## src/rtl/xfs_pkg.sv

```systemverilog
package xfs_pkg;
  // Per-cycle outcome of the fetch classifier
  typedef enum logic [2:0] {
    EV_IDLE  = 3'd0,
    EV_PLAIN = 3'd1,
    EV_PUSH  = 3'd2,
    EV_POP   = 3'd3,
    EV_OVF   = 3'd4
  } xfs_ev_t;
endpackage

```

## src/rtl/xfs_classify.sv

```systemverilog
module xfs_classify
  import xfs_pkg::*;
#(
  parameter int OP_W       = 4,
  parameter int MAX_FRAMES = 3,
  parameter logic [OP_W-1:0] END_OP = '1,
  localparam int FR_W  = $clog2(MAX_FRAMES),
  localparam int N_OPS = 1 << OP_W
) (
  input  logic              fetch_valid,
  input  logic [OP_W-1:0]   fetch_opcode,
  input  logic [N_OPS-1:0]  op_disabled,
  input  logic [FR_W-1:0]   active,
  input  logic              halted,
  output xfs_ev_t           ev
);
  localparam logic [FR_W-1:0] TOP_FRAME = FR_W'(MAX_FRAMES - 1);

  // End marker only has meaning inside a routine
  function automatic logic is_end(input logic [OP_W-1:0] op, input logic [FR_W-1:0] fr);
    return (fr != '0) && (op == END_OP);
  endfunction

  always_comb begin
    ev = EV_IDLE;
    if (fetch_valid && !halted) begin
      if (is_end(fetch_opcode, active))
        ev = EV_POP;
      else if (op_disabled[fetch_opcode])
        ev = (active == TOP_FRAME) ? EV_OVF : EV_PUSH;
      else
        ev = EV_PLAIN;
    end
  end
endmodule

```

## src/rtl/xfs_depth.sv

```systemverilog
module xfs_depth
  import xfs_pkg::*;
#(
  parameter int MAX_FRAMES = 3,
  localparam int FR_W = $clog2(MAX_FRAMES)
) (
  input  logic            clk,
  input  logic            rst_n,
  input  xfs_ev_t         ev,
  output logic [FR_W-1:0] active,
  output logic            halted
);
  localparam logic [FR_W-1:0] TOP_FRAME = FR_W'(MAX_FRAMES - 1);

  function automatic logic [FR_W-1:0] up(input logic [FR_W-1:0] f);
    return f + FR_W'(1);
  endfunction
  function automatic logic [FR_W-1:0] down(input logic [FR_W-1:0] f);
    return f - FR_W'(1);
  endfunction

  always_ff @(posedge clk) begin
    if (!rst_n) begin
      active <= '0;
      halted <= 1'b0;
    end else begin
      unique case (ev)
        EV_PUSH: active <= up(active);
        EV_POP:  active <= down(active);
        EV_OVF:  halted <= 1'b1;
        default: ;
      endcase
    end
  end


  ovf_halts_chk: assert property (@(posedge clk) disable iff (!rst_n)
    (ev == EV_OVF) |=> halted);

  halt_sticky_chk: assert property (@(posedge clk) disable iff (!rst_n)
    halted |=> (halted && $stable(active)));

  push_depth_chk: assert property (@(posedge clk) disable iff (!rst_n)
    (ev == EV_PUSH) |=> (active == $past(active) + FR_W'(1)));

  pop_depth_chk: assert property (@(posedge clk) disable iff (!rst_n)
    (ev == EV_POP) |=> (active == $past(active) - FR_W'(1)));

  depth_bound_chk: assert property (@(posedge clk) disable iff (!rst_n)
    active <= TOP_FRAME);
endmodule

```

## src/rtl/xfs_pc_bank.sv

```systemverilog
module xfs_pc_bank
  import xfs_pkg::*;
#(
  parameter int PC_W       = 16,
  parameter int ROM_AW     = 8,
  parameter int MAX_FRAMES = 3,
  parameter logic [PC_W-1:0] RESET_PC = '0,
  localparam int FR_W = $clog2(MAX_FRAMES)
) (
  input  logic              clk,
  input  logic              rst_n,
  input  xfs_ev_t           ev,
  input  logic [FR_W-1:0]   active,
  input  logic [ROM_AW-1:0] route_entry,
  output logic [PC_W-1:0]   fetch_addr,
  output logic              fetch_from_rom
);
  logic [PC_W-1:0]   main_pc;
  logic [ROM_AW-1:0] rom_pc [1:MAX_FRAMES-1];

  function automatic logic [PC_W-1:0] main_next(input logic [PC_W-1:0] a);
    return a + PC_W'(1);
  endfunction
  function automatic logic [ROM_AW-1:0] rom_next(input logic [ROM_AW-1:0] a);
    return a + ROM_AW'(1);
  endfunction
  function automatic logic [PC_W-1:0] widen(input logic [ROM_AW-1:0] a);
    return PC_W'(a);
  endfunction

  // The live frame steps on an issued instruction, and on a push (return address)
  logic step_live;
  assign step_live = (ev == EV_PLAIN) || (ev == EV_PUSH);

  always_ff @(posedge clk) begin
    if (!rst_n)
      main_pc <= RESET_PC;
    else if (step_live && active == '0)
      main_pc <= main_next(main_pc);
  end

  for (genvar f = 1; f < MAX_FRAMES; f++) begin : g_rom_frame
    always_ff @(posedge clk) begin
      if (!rst_n)
        rom_pc[f] <= '0;
      else if (ev == EV_PUSH && active == FR_W'(f - 1))
        rom_pc[f] <= route_entry;
      else if (step_live && active == FR_W'(f))
        rom_pc[f] <= rom_next(rom_pc[f]);
    end
  end

  always_comb begin
    fetch_addr     = main_pc;
    fetch_from_rom = 1'b0;
    for (int f = 1; f < MAX_FRAMES; f++) begin
      if (active == FR_W'(f)) begin
        fetch_addr     = widen(rom_pc[f]);
        fetch_from_rom = 1'b1;
      end
    end
  end


  main_step_chk: assert property (@(posedge clk) disable iff (!rst_n)
    (ev == EV_PLAIN && active == '0) |=> (fetch_addr == $past(fetch_addr) + PC_W'(1)));

  push_entry_chk: assert property (@(posedge clk) disable iff (!rst_n)
    (ev == EV_PUSH) |=> (fetch_from_rom && fetch_addr == PC_W'($past(route_entry))));

  idle_hold_chk: assert property (@(posedge clk) disable iff (!rst_n)
    (ev == EV_IDLE) |=> $stable(fetch_addr));
endmodule

```

## src/rtl/xlat_frame_stack.sv

```systemverilog
module xlat_frame_stack
  import xfs_pkg::*;
#(
  parameter int PC_W       = 16,
  parameter int ROM_AW     = 8,
  parameter int OP_W       = 4,
  parameter int MAX_FRAMES = 3,
  parameter logic [PC_W-1:0] RESET_PC = 16'h0100,
  parameter logic [OP_W-1:0] END_OP   = 4'hF,
  localparam int FR_W  = $clog2(MAX_FRAMES),
  localparam int N_OPS = 1 << OP_W
) (
  input  logic              clk,
  input  logic              rst_n,
  input  logic              fetch_valid,
  input  logic [OP_W-1:0]   fetch_opcode,
  input  logic [N_OPS-1:0]  op_disabled,
  input  logic [ROM_AW-1:0] route_entry,
  output logic              issue_valid,
  output logic [PC_W-1:0]   fetch_addr,
  output logic              fetch_from_rom,
  output logic [FR_W-1:0]   active_frame,
  output logic              copy_valid,
  output logic [FR_W-1:0]   copy_src,
  output logic [FR_W-1:0]   copy_dst,
  output logic              shutdown
);
  xfs_ev_t ev;
  logic    halted;

  // Named internal events for the checks
  logic ev_push, ev_pop, ev_ovf;
  assign ev_push = (ev == EV_PUSH);
  assign ev_pop  = (ev == EV_POP);
  assign ev_ovf  = (ev == EV_OVF);

  xfs_classify #(
    .OP_W(OP_W), .MAX_FRAMES(MAX_FRAMES), .END_OP(END_OP)
  ) u_classify (
    .fetch_valid  (fetch_valid),
    .fetch_opcode (fetch_opcode),
    .op_disabled  (op_disabled),
    .active       (active_frame),
    .halted       (halted),
    .ev           (ev)
  );

  xfs_depth #(.MAX_FRAMES(MAX_FRAMES)) u_depth (
    .clk    (clk),
    .rst_n  (rst_n),
    .ev     (ev),
    .active (active_frame),
    .halted (halted)
  );

  xfs_pc_bank #(
    .PC_W(PC_W), .ROM_AW(ROM_AW), .MAX_FRAMES(MAX_FRAMES), .RESET_PC(RESET_PC)
  ) u_pc_bank (
    .clk            (clk),
    .rst_n          (rst_n),
    .ev             (ev),
    .active         (active_frame),
    .route_entry    (route_entry),
    .fetch_addr     (fetch_addr),
    .fetch_from_rom (fetch_from_rom)
  );

  assign issue_valid = (ev == EV_PLAIN);
  assign copy_valid  = ev_push || ev_pop;
  assign copy_src    = active_frame;
  assign copy_dst    = ev_pop ? active_frame - FR_W'(1) : active_frame + FR_W'(1);
  assign shutdown    = halted;


  neighbour_copy_chk: assert property (@(posedge clk) disable iff (!rst_n)
    copy_valid |-> ((copy_dst == copy_src + FR_W'(1)) || (copy_src == copy_dst + FR_W'(1))));

  rom_select_chk: assert property (@(posedge clk) disable iff (!rst_n)
    fetch_from_rom == (active_frame != '0));

  halted_quiet_chk: assert property (@(posedge clk) disable iff (!rst_n)
    shutdown |-> (!issue_valid && !copy_valid));

  ovf_no_copy_chk: assert property (@(posedge clk) disable iff (!rst_n)
    ev_ovf |-> (!copy_valid && !issue_valid));

  base_end_issue_chk: assert property (@(posedge clk) disable iff (!rst_n)
    (fetch_valid && !shutdown && active_frame == '0 && fetch_opcode == END_OP
     && !op_disabled[fetch_opcode]) |-> issue_valid);
endmodule

```

## config.mk

```make
export PLATFORM = sky130hd
export DESIGN_NAME = xlat_frame_stack
export DESIGN_NICKNAME = d
export VERILOG_FILES = /design/src/rtl/xfs_pkg.sv /design/src/rtl/xfs_classify.sv /design/src/rtl/xfs_depth.sv /design/src/rtl/xfs_pc_bank.sv /design/src/rtl/xlat_frame_stack.sv
export SDC_FILE = /design/constraint.sdc
export NUM_CORES = 1
export LEC_CHECK = 0
export ABC_CLOCK_PERIOD_IN_PS = 4100
export BUFFER_PORTS_ARGS = -buffer_cell sky130_fd_sc_hd__buf_2
export CAP_MARGIN = 10
export CORE_ASPECT_RATIO = 1.25
export CORE_MARGIN = 2
export CORE_UTILIZATION = 30
export CTS_BUF_LIST = sky130_fd_sc_hd__clkbuf_8
export DETAILED_ROUTE_END_ITERATION = 8
export PLACE_DENSITY = 0.48
export SETUP_SLACK_MARGIN = 0.15
export SLEW_MARGIN = 20
export SYNTH_ARGS = -nofsm -noshare
export SYNTH_HDL_FRONTEND = slang
export SYNTH_HIERARCHICAL = 1
export SYNTH_SLANG_ARGS = --single-unit
```

## constraint.sdc

```tcl
create_clock -name clk -period 4.1 [get_ports clk]
set_input_delay 0.82 -clock clk [delete_from_list [all_inputs] [get_ports clk]]
set_output_delay 0.82 -clock clk [all_outputs]
set_load 0.01 [all_outputs]
```

==> results by group, run 1 <==
Synthesis
  – Synth area leaders: edfxtp_1 20%, dfxtp_1 16%, nand2_1 5.8%, o21ai_0 5.6%, mux2i_1 5.4%
  – Sequential area share after synthesis: 0.359
  – Yosys top cell area share: 0.201
  – Ys flop type: dfxtp_1
  – FF+latch count, synth: 35
  – Post-Syn Instances: 274
  – Synth unique cells: 46
  – Synthesized Nets: 311
  – Synthesized cell area: 2400 um2
  – Cell taking the most area after synthesis: edfxtp_1
  – Ys async rst share: 0
  – Avg Cell Area, Syn: 8.74 um2
  – Post-synth EDFFs: 16
  – Yosys warning count: 6

Critical path
  – Type of origin of the critical path: input port
  – Critical setup path kind: in2out
  – Reg2reg end: u_pc_bank/main_pc[15]
  – Max Fanout on Critical Path: 10
  – R2r worst-path depth: 8
  – Worst setup path end: copy_dst[1]
  – RR Startpoint: u_depth/active[0]
  – Worst setup startpoint: fetch_opcode[0]
  – Reg2Reg Setup Slack: 1370 ps
  – WP data arrival: 2830 ps
  – WP data required: 3280 ps
  – Worst setup EP type: output port

Clocking
  – CTS tree: yes
  – Postcts setup bufs: 0
  – Worst skew pair latency: 280 ps
  – CTS resizes: 0
  – H-tree depth: 2
  – CTS sink count: 35
  – Root buffer cell: clkbuf_8
  – Clk slew on worst S/H paths: 70 ps
  – Max Root-Sink Buffers: 2
  – CTS Buf Count: 5
  – Hold Buf Count CTS: 0

Global route
  – Total GRT Usage: 0.137
  – First-pass GRT wire length: 9700 um
  – Vias in the first global route: 1965
  – Initial antenna violation count: 0
  – Total congestion overflow: 0
  – Largest net degree at the start of global routing: 21

Placed design
  – Placed Instance Area: 2760 um2
  – Port buffer count: 56
  – GPL Wtd Cong: 0.750
  – Dpl hpwl: 4570 um

Floorplanning
  – Core Region: 7790 um2
  – FP Rows: 36
  – Die H: 104 um
  – Die Width: 83.9 um
  – # IOs: 57
  – Initial Util: 0.307
  – DIE AREA: 8720 um2

Timing
  – Worst-Margin Slew: 777 ps
  – Fin Setup TNS: 0 ps
  – Period minus WS final: 3650 ps
  – Final Max Slew Viols: 0
  – Final setup vio count: 0
  – Fmax: 0.274 GHz
  – Unrepaired setup endpoints after global routing: false
  – Final worst path period share: 0.890
  – Max_slew headroom: 0.481
  – Clock skew: 3.19 ps
  – Final hold viol count: 0

Route
  – Via density: 4.88
  – Wire per inst: 13.9 um
  – Final WL: 5890 um
  – Drt first pass iters: 5
  – Post-route ant nets: 0
  – First DRT Iteration DRCs: 83
  – Drc violations: 0
  – Vias post-DR: 2067

Hold path
  – Hold WC Path Type: reg2reg

Pwr
  – Max VDD drop: 0.105 mV
  – Power Dens Cells: 329 nW/um2
  – Leakage: 1.12 nW

Cells and area
  – Fin nets: 365
  – Final instance area: 2840 um2
  – Register area: 861 um2
  – Filler Cells Inserted: 846
  – Ant. Diodes: 0
  – Multi-input logic area: 1440 um2
  – Share of layout cells above drive strength 1: 0.243
  – P&R area growth vs syn: 18.5%

Flow run
  – Max_cap viols: 0

Outcome
  – Status: finished, final reports clean
## power breakdown
group	internal, mW	switching (mW)	total, mW
clock	0.116	0.129	0.246
sequential	0.396	0.0383	0.434
combinational	0.113	0.142	0.255
## cell usage after synthesis, types with 2 or more instances
| master | n |
|---|---|
| o21ai_0 | 27 |
| mux2i_1 | 13 |
| ha_1 | 6 |
| a22oi_1 | 2 |
| a2bb2oi_2 | 2 |
| nand2_1 | 37 |
| nand2b_1 | 4 |
| and2b_2 | 2 |
| nor2_1 | 18 |
| o211ai_1 | 3 |
| xor2_1 | 11 |
| xnor2_1 | 13 |
| and2_1 | 9 |
| or3_1 | 2 |
| clkbuf_1 | 7 |
| edfxtp_1 | 16 |
| nand4_1 | 4 |
| buf_4 | 2 |
| o31ai_1 | 4 |
| or4_1 | 6 |
| nor2b_1 | 4 |
| inv_1 | 8 |
| buf_6 | 2 |
| a21oi_1 | 9 |
| o21ai_1 | 3 |
| mux4_2 | 2 |
| nor3b_1 | 3 |
| nand3_1 | 13 |
| dfxtp_1 | 19 |
| and3_1 | 7 |
## cells in the final DEF, fill, tap and decap left out, drive strengths merged
| master | instances |
|---|---|
| xnor2 | 13 |
| buf | 59 |
| o21ai | 30 |
| clkinv | 3 |
| nor2 | 18 |
| inv | 8 |
| o31ai | 5 |
| mux4 | 2 |
| dfxtp | 19 |
| nand2b | 4 |
| o21a | 1 |
| and4 | 1 |
| and2b | 3 |
| or4 | 6 |
| ha | 6 |
| edfxtp | 16 |
| o211ai | 4 |
| clkbuf | 5 |
| and4b | 1 |
| a22oi | 3 |
| mux2i | 13 |
| nand2 | 37 |
| a21oi | 9 |
| and2 | 9 |
| nor3b | 3 |
| nor4b | 1 |
| nor3 | 1 |
| and3 | 7 |
| xor2 | 11 |
| nor2b | 4 |
| nand4 | 4 |
| nand3 | 13 |
| nand3b | 1 |
| a21boi | 1 |
| or3 | 3 |
| a2bb2oi | 2 |
| a32oi | 1 |
| or2b | 2 |
## metrics by stage
stage / setup WS [ps] / instances / total power, mW / hold slack, ps / util
after floorplan: 575 / 274 / 0.607 / 447 / -
after global placement: 15.2 / 416 / 0.698 / 465 / 0.353
after detailed placement: 392 / 416 / 0.700 / 477 / 0.354
after CTS: 412 / 424 / 0.948 / 490 / 0.364
after global routing: 262 / 424 / 0.992 / 515 / 0.364
final: 450 / 424 / 0.935 / 484 / 0.364
## critical path: stages
cell and delay, ps:
buf_2 160, mux4_2 350, a2bb2oi_2 180, a22oi_2 120, nor4b_2 710, nand3b_1 220
xnor2_1 120, buf_2 140
## logic make-up after synthesis
| group | count (synthesis) | share of synthesized area |
|---|---|---|
| flip-flops | 35 | 0.359 |
| adder cells (fa/ha/maj) | 6 | 0.0313 |
| AO/OA/AOI/OAI | 56 | 0.148 |
| XOR/XNOR | 24 | 0.0877 |
| multiplexers | 15 | 0.0731 |
| AND/OR/NAND/NOR | 118 | 0.260 |
| buffers and inverters | 20 | 0.0407 |
## routing by layer
metal,track usage,part of all wire,vias up
li1,-,-,1086
met1,0.174,0.45,932
met2,0.238,0.50,45
met3,0.0254,0.042,4
met4,0.0380,0.012,0
met5,0,0,-
## worst min path at each step
stage | from | endpoint | slack (ps) | depth (start not counted)
floorplan | u_pc_bank/main_pc[15] | u_pc_bank/main_pc[15] | 450 | 2
global placement | u_pc_bank/main_pc[15] | u_pc_bank/main_pc[15] | 460 | 2
detailed placement | u_pc_bank/main_pc[14] | u_pc_bank/main_pc[14] | 480 | 2
CTS | u_pc_bank/main_pc[14] | u_pc_bank/main_pc[14] | 490 | 2
global route | u_pc_bank/main_pc[15] | u_pc_bank/main_pc[15] | 510 | 2
finish | u_pc_bank/main_pc[15] | u_pc_bank/main_pc[15] | 480 | 2
## area by class of cell
cell class / count / share of cell area
Multi-Input combinational cell: 219 / 0.508
Clock inverter: 3 / 0.00529
Sequential cell: 35 / 0.303
Tap cell: 95 / 0.0419
Inverter: 8 / 0.0106
Clock buffer: 5 / 0.0242
Timing Repair Buffer: 59 / 0.107
## registers in the layout, summed over array words and instances, names as in the netlist
signal and cells:
u_depth/active 2, u_depth/halted 1, u_pc_bank/main_pc 16, u_pc_bank/rom_pc 16
Power figures use the tool's default switching activity.
==> inputs of run 2 (changes only) <==
--- a/config.mk
+++ b/config.mk
@@ -5,7 +5,7 @@
 export SDC_FILE = /design/constraint.sdc
 export NUM_CORES = 1
 export LEC_CHECK = 0
-export ABC_CLOCK_PERIOD_IN_PS = 4100
+export ABC_CLOCK_PERIOD_IN_PS = 4700
 export BUFFER_PORTS_ARGS = -buffer_cell sky130_fd_sc_hd__buf_2
 export CAP_MARGIN = 10
 export CORE_ASPECT_RATIO = 1.25
==> constraint.sdc (replaced) <==
create_clock -name clk -period 4.7 [get_ports clk]
set_input_delay 0.94 -clock clk [delete_from_list [all_inputs] [get_ports clk]]
set_output_delay 0.94 -clock clk [all_outputs]
set_load 0.01 [all_outputs]
==> run 2 against run 1 <==
  * Clock skew rose by 3.8 ps
  * Clock-buffer cell count did not move
  * Critical path depth did not move
  * Combinational power fell by 14%
  * Clock power fell by 12%
  * Via count rose by 0.97%
  * Global-route usage fell by 0.094 points
  * Hold slack improved by 1.5 ps
  * Utilization fell by 0.080 points
==> results by group, run 2 (same netlist as run 1, synthesis figures left out) <==
Outcome
  – Status: finished, final reports clean

Global route
  – Top Usage Layer GRT: met2
  – GR Util met3: 0.0254 (unchanged)
  – First-pass GRT wire length: 9630 um (-0.71%)
  – Total GRT Usage: 0.137 (-0.000939)
  – Largest net degree at the start of global routing: 21 (unchanged)
  – Vias in the first global route: 1989 (+1.2%)
  – Total congestion overflow: 0 (unchanged)
  – GRT met2 Usage: 0.242 (+0.00400)
  – Initial antenna violation count: 0 (unchanged)
  – Met1 Use GR: 0.168 (-0.00639)

Critical path
  – Type of origin of the critical path: input port
  – Worst setup EP type: output port
  – Max Fanout on Critical Path: 9 (-1)
  – WP data required: 3760 ps (+480 ps)
  – WP data arrival: 2840 ps (about the same)
  – Critical setup path kind: in2out

Pwr
  – Power Dens Cells: 288 nW/um2 (-13%)
  – Combinational power share: 0.268 (-0.004)
  – Clock network fraction of design power: 0.266 (+0.003)
  – Switching Power: 0.270 mW (-13%)
  – Reg power frac: 0.465 (about the same)
  – Switching Share: 0.331 (about the same)
  – Pint: 0.545 mW (-13%)
  – Leakage: 1.12 nW (about the same)
  – Max VDD drop: 0.127 mV (+21%)

Timing
  – Final Max Slew Viols: 0 (unchanged)
  – Fmax: 0.264 GHz
  – Worst-Margin Slew: 744 ps (-33.0 ps)
  – Final worst path period share: 0.804
  – Unrepaired setup endpoints after global routing: false
  – Final setup vio count: 0 (unchanged)
  – Period minus WS final: 3780 ps
  – Final hold viol count: 0 (unchanged)
  – Max_slew headroom: 0.504 (+0.0233)
  – Fin Setup TNS: 0 ps (unchanged)
  – Clock skew: 6.99 ps (+3.79 ps)

Cells and area
  – Util after Layout: 0.364 (-0.000803)
  – Fin nets: 365 (unchanged)
  – Share of layout cells above drive strength 1: 0.240 (-0.00304)
  – Commonest non-fill, non-tap cell in the layout: buf_2
  – Final instance area: 2830 um2 (-0.22%)
  – Largest registers: u_pc_bank/main_pc: 16 flops, u_pc_bank/rom_pc: 16 flops, u_depth/active: 2 flops
  – P&R area growth vs syn: 18.3%
  – Filler Cells Inserted: 821 (-3.0%)
  – Most frequent cells in the layout: 56 x buf_2, 37 x nand2_1, 27 x o21ai_0
  – Ant. Diodes: 0 (unchanged)

Clocking
  – Clk slew on worst S/H paths: 80 ps (about the same)
  – CTS resizes: 0 (unchanged)
  – CTS tree: yes
  – Postcts setup bufs: 0 (unchanged)
  – CTS Buf Count: 5 (unchanged)
  – H-tree depth: 2 (unchanged)
  – Hold Buf Count CTS: 0 (unchanged)
  – Root buffer cell: clkbuf_8
  – Max Root-Sink Buffers: 2 (unchanged)
  – CTS sink count: 35 (unchanged)
  – Worst skew pair latency: 290 ps (about the same)

Placed design
  – Dpl hpwl: 4530 um (-0.78%)
  – Port buffer count: 56 (unchanged)
  – Placed Instance Area: 2750 um2 (-0.23%)
  – GPL Wtd Cong: 0.777 (+3.5%)

Floorplanning
  – Core Region: 7790 um2 (unchanged)
  – Initial Util: 0.307 (unchanged)
  – Die H: 104 um (unchanged)
  – DIE AREA: 8720 um2 (unchanged)
  – # IOs: 57 (unchanged)
  – Die Width: 83.9 um (unchanged)
  – FP Rows: 36 (unchanged)

Route
  – Final WL: 5920 um (+0.59%)
  – Via density: 4.92 (+0.97%)
  – Wire per inst: 14.0 um (+0.59%)
  – Drc violations: 0 (unchanged)
  – First DRT Iteration DRCs: 72 (-13%)
  – Drt first pass iters: 4 (-1)
  – Vias post-DR: 2087 (+0.97%)
  – Post-route ant nets: 0 (unchanged)

Flow run
  – Max_cap viols: 0 (unchanged)

Hold path
  – Hold WC Path Type: reg2reg
-- run 2: cell count changes in the layout (fill, tap and decap cells not counted) --
cell     delta
nor4b_2     -1
nor4b_1     +1
-- run 2: layout make-up --
cell class	instances	area, um2	area share
tap	95	119	0.0419
inverter	8	30.0	0.0106
clock inverter	3	15.0	0.00530
multi-input combinational	219	1440	0.507
timing repair buffer	59	303	0.107
sequential	35	861	0.304
clock buffer	5	68.8	0.0243
-- run 2: per-layer routing --
metal | wire length [um] | share of wire
met5 | 0 | 0
met4 | 37 | 0.0062
met3 | 212 | 0.036
met2 | 2990 | 0.50
met1 | 2680 | 0.45
-- run 2: path summary, 6_finish.rpt --
| path | cells after the start | startpoint | endpoint | slack, ps |
|---|---|---|---|---|
| worst max-delay path | 8 | fetch_opcode[0] | copy_dst[1] | 920 |
| worst min-delay path | 2 | u_pc_bank/main_pc[14] | u_pc_bank/main_pc[14] | 490 |
| worst max register to register | 8 | u_depth/active[0] | u_pc_bank/main_pc[15] | 2000 |
| worst min register to register | 2 | u_pc_bank/main_pc[14] | u_pc_bank/main_pc[14] | 490 |
-- run 2: power by group through the flow --
| stage | sequential, mW | combinational, mW | clock [mW] |
|---|---|---|---|
| floorplan | 0.376 | 0.153 | 0 |
| global placement | 0.386 | 0.221 | 0 |
| detailed placement | 0.387 | 0.223 | 0 |
| CTS | 0.380 | 0.224 | 0.228 |
| global route | 0.384 | 0.246 | 0.235 |
| finish | 0.379 | 0.219 | 0.217 |
-- run 2: per-stage QoR --
step	setup WS [ps]	hold slack (ps)	power, mW	instances
floorplan	935	447	0.530	274
global placement	940	468	0.608	416
detailed placement	902	475	0.610	416
CTS	895	489	0.831	424
global route	797	515	0.866	424
finish	919	485	0.815	424
-- run 2: worst max-delay path, stage by stage --
cell and delay [ps]:
buf_2 190, mux4_2 530, a2bb2oi_2 160, a22oi_2 220
o21a_1 350, nand3b_1 150, xnor2_1 150, buf_2 140
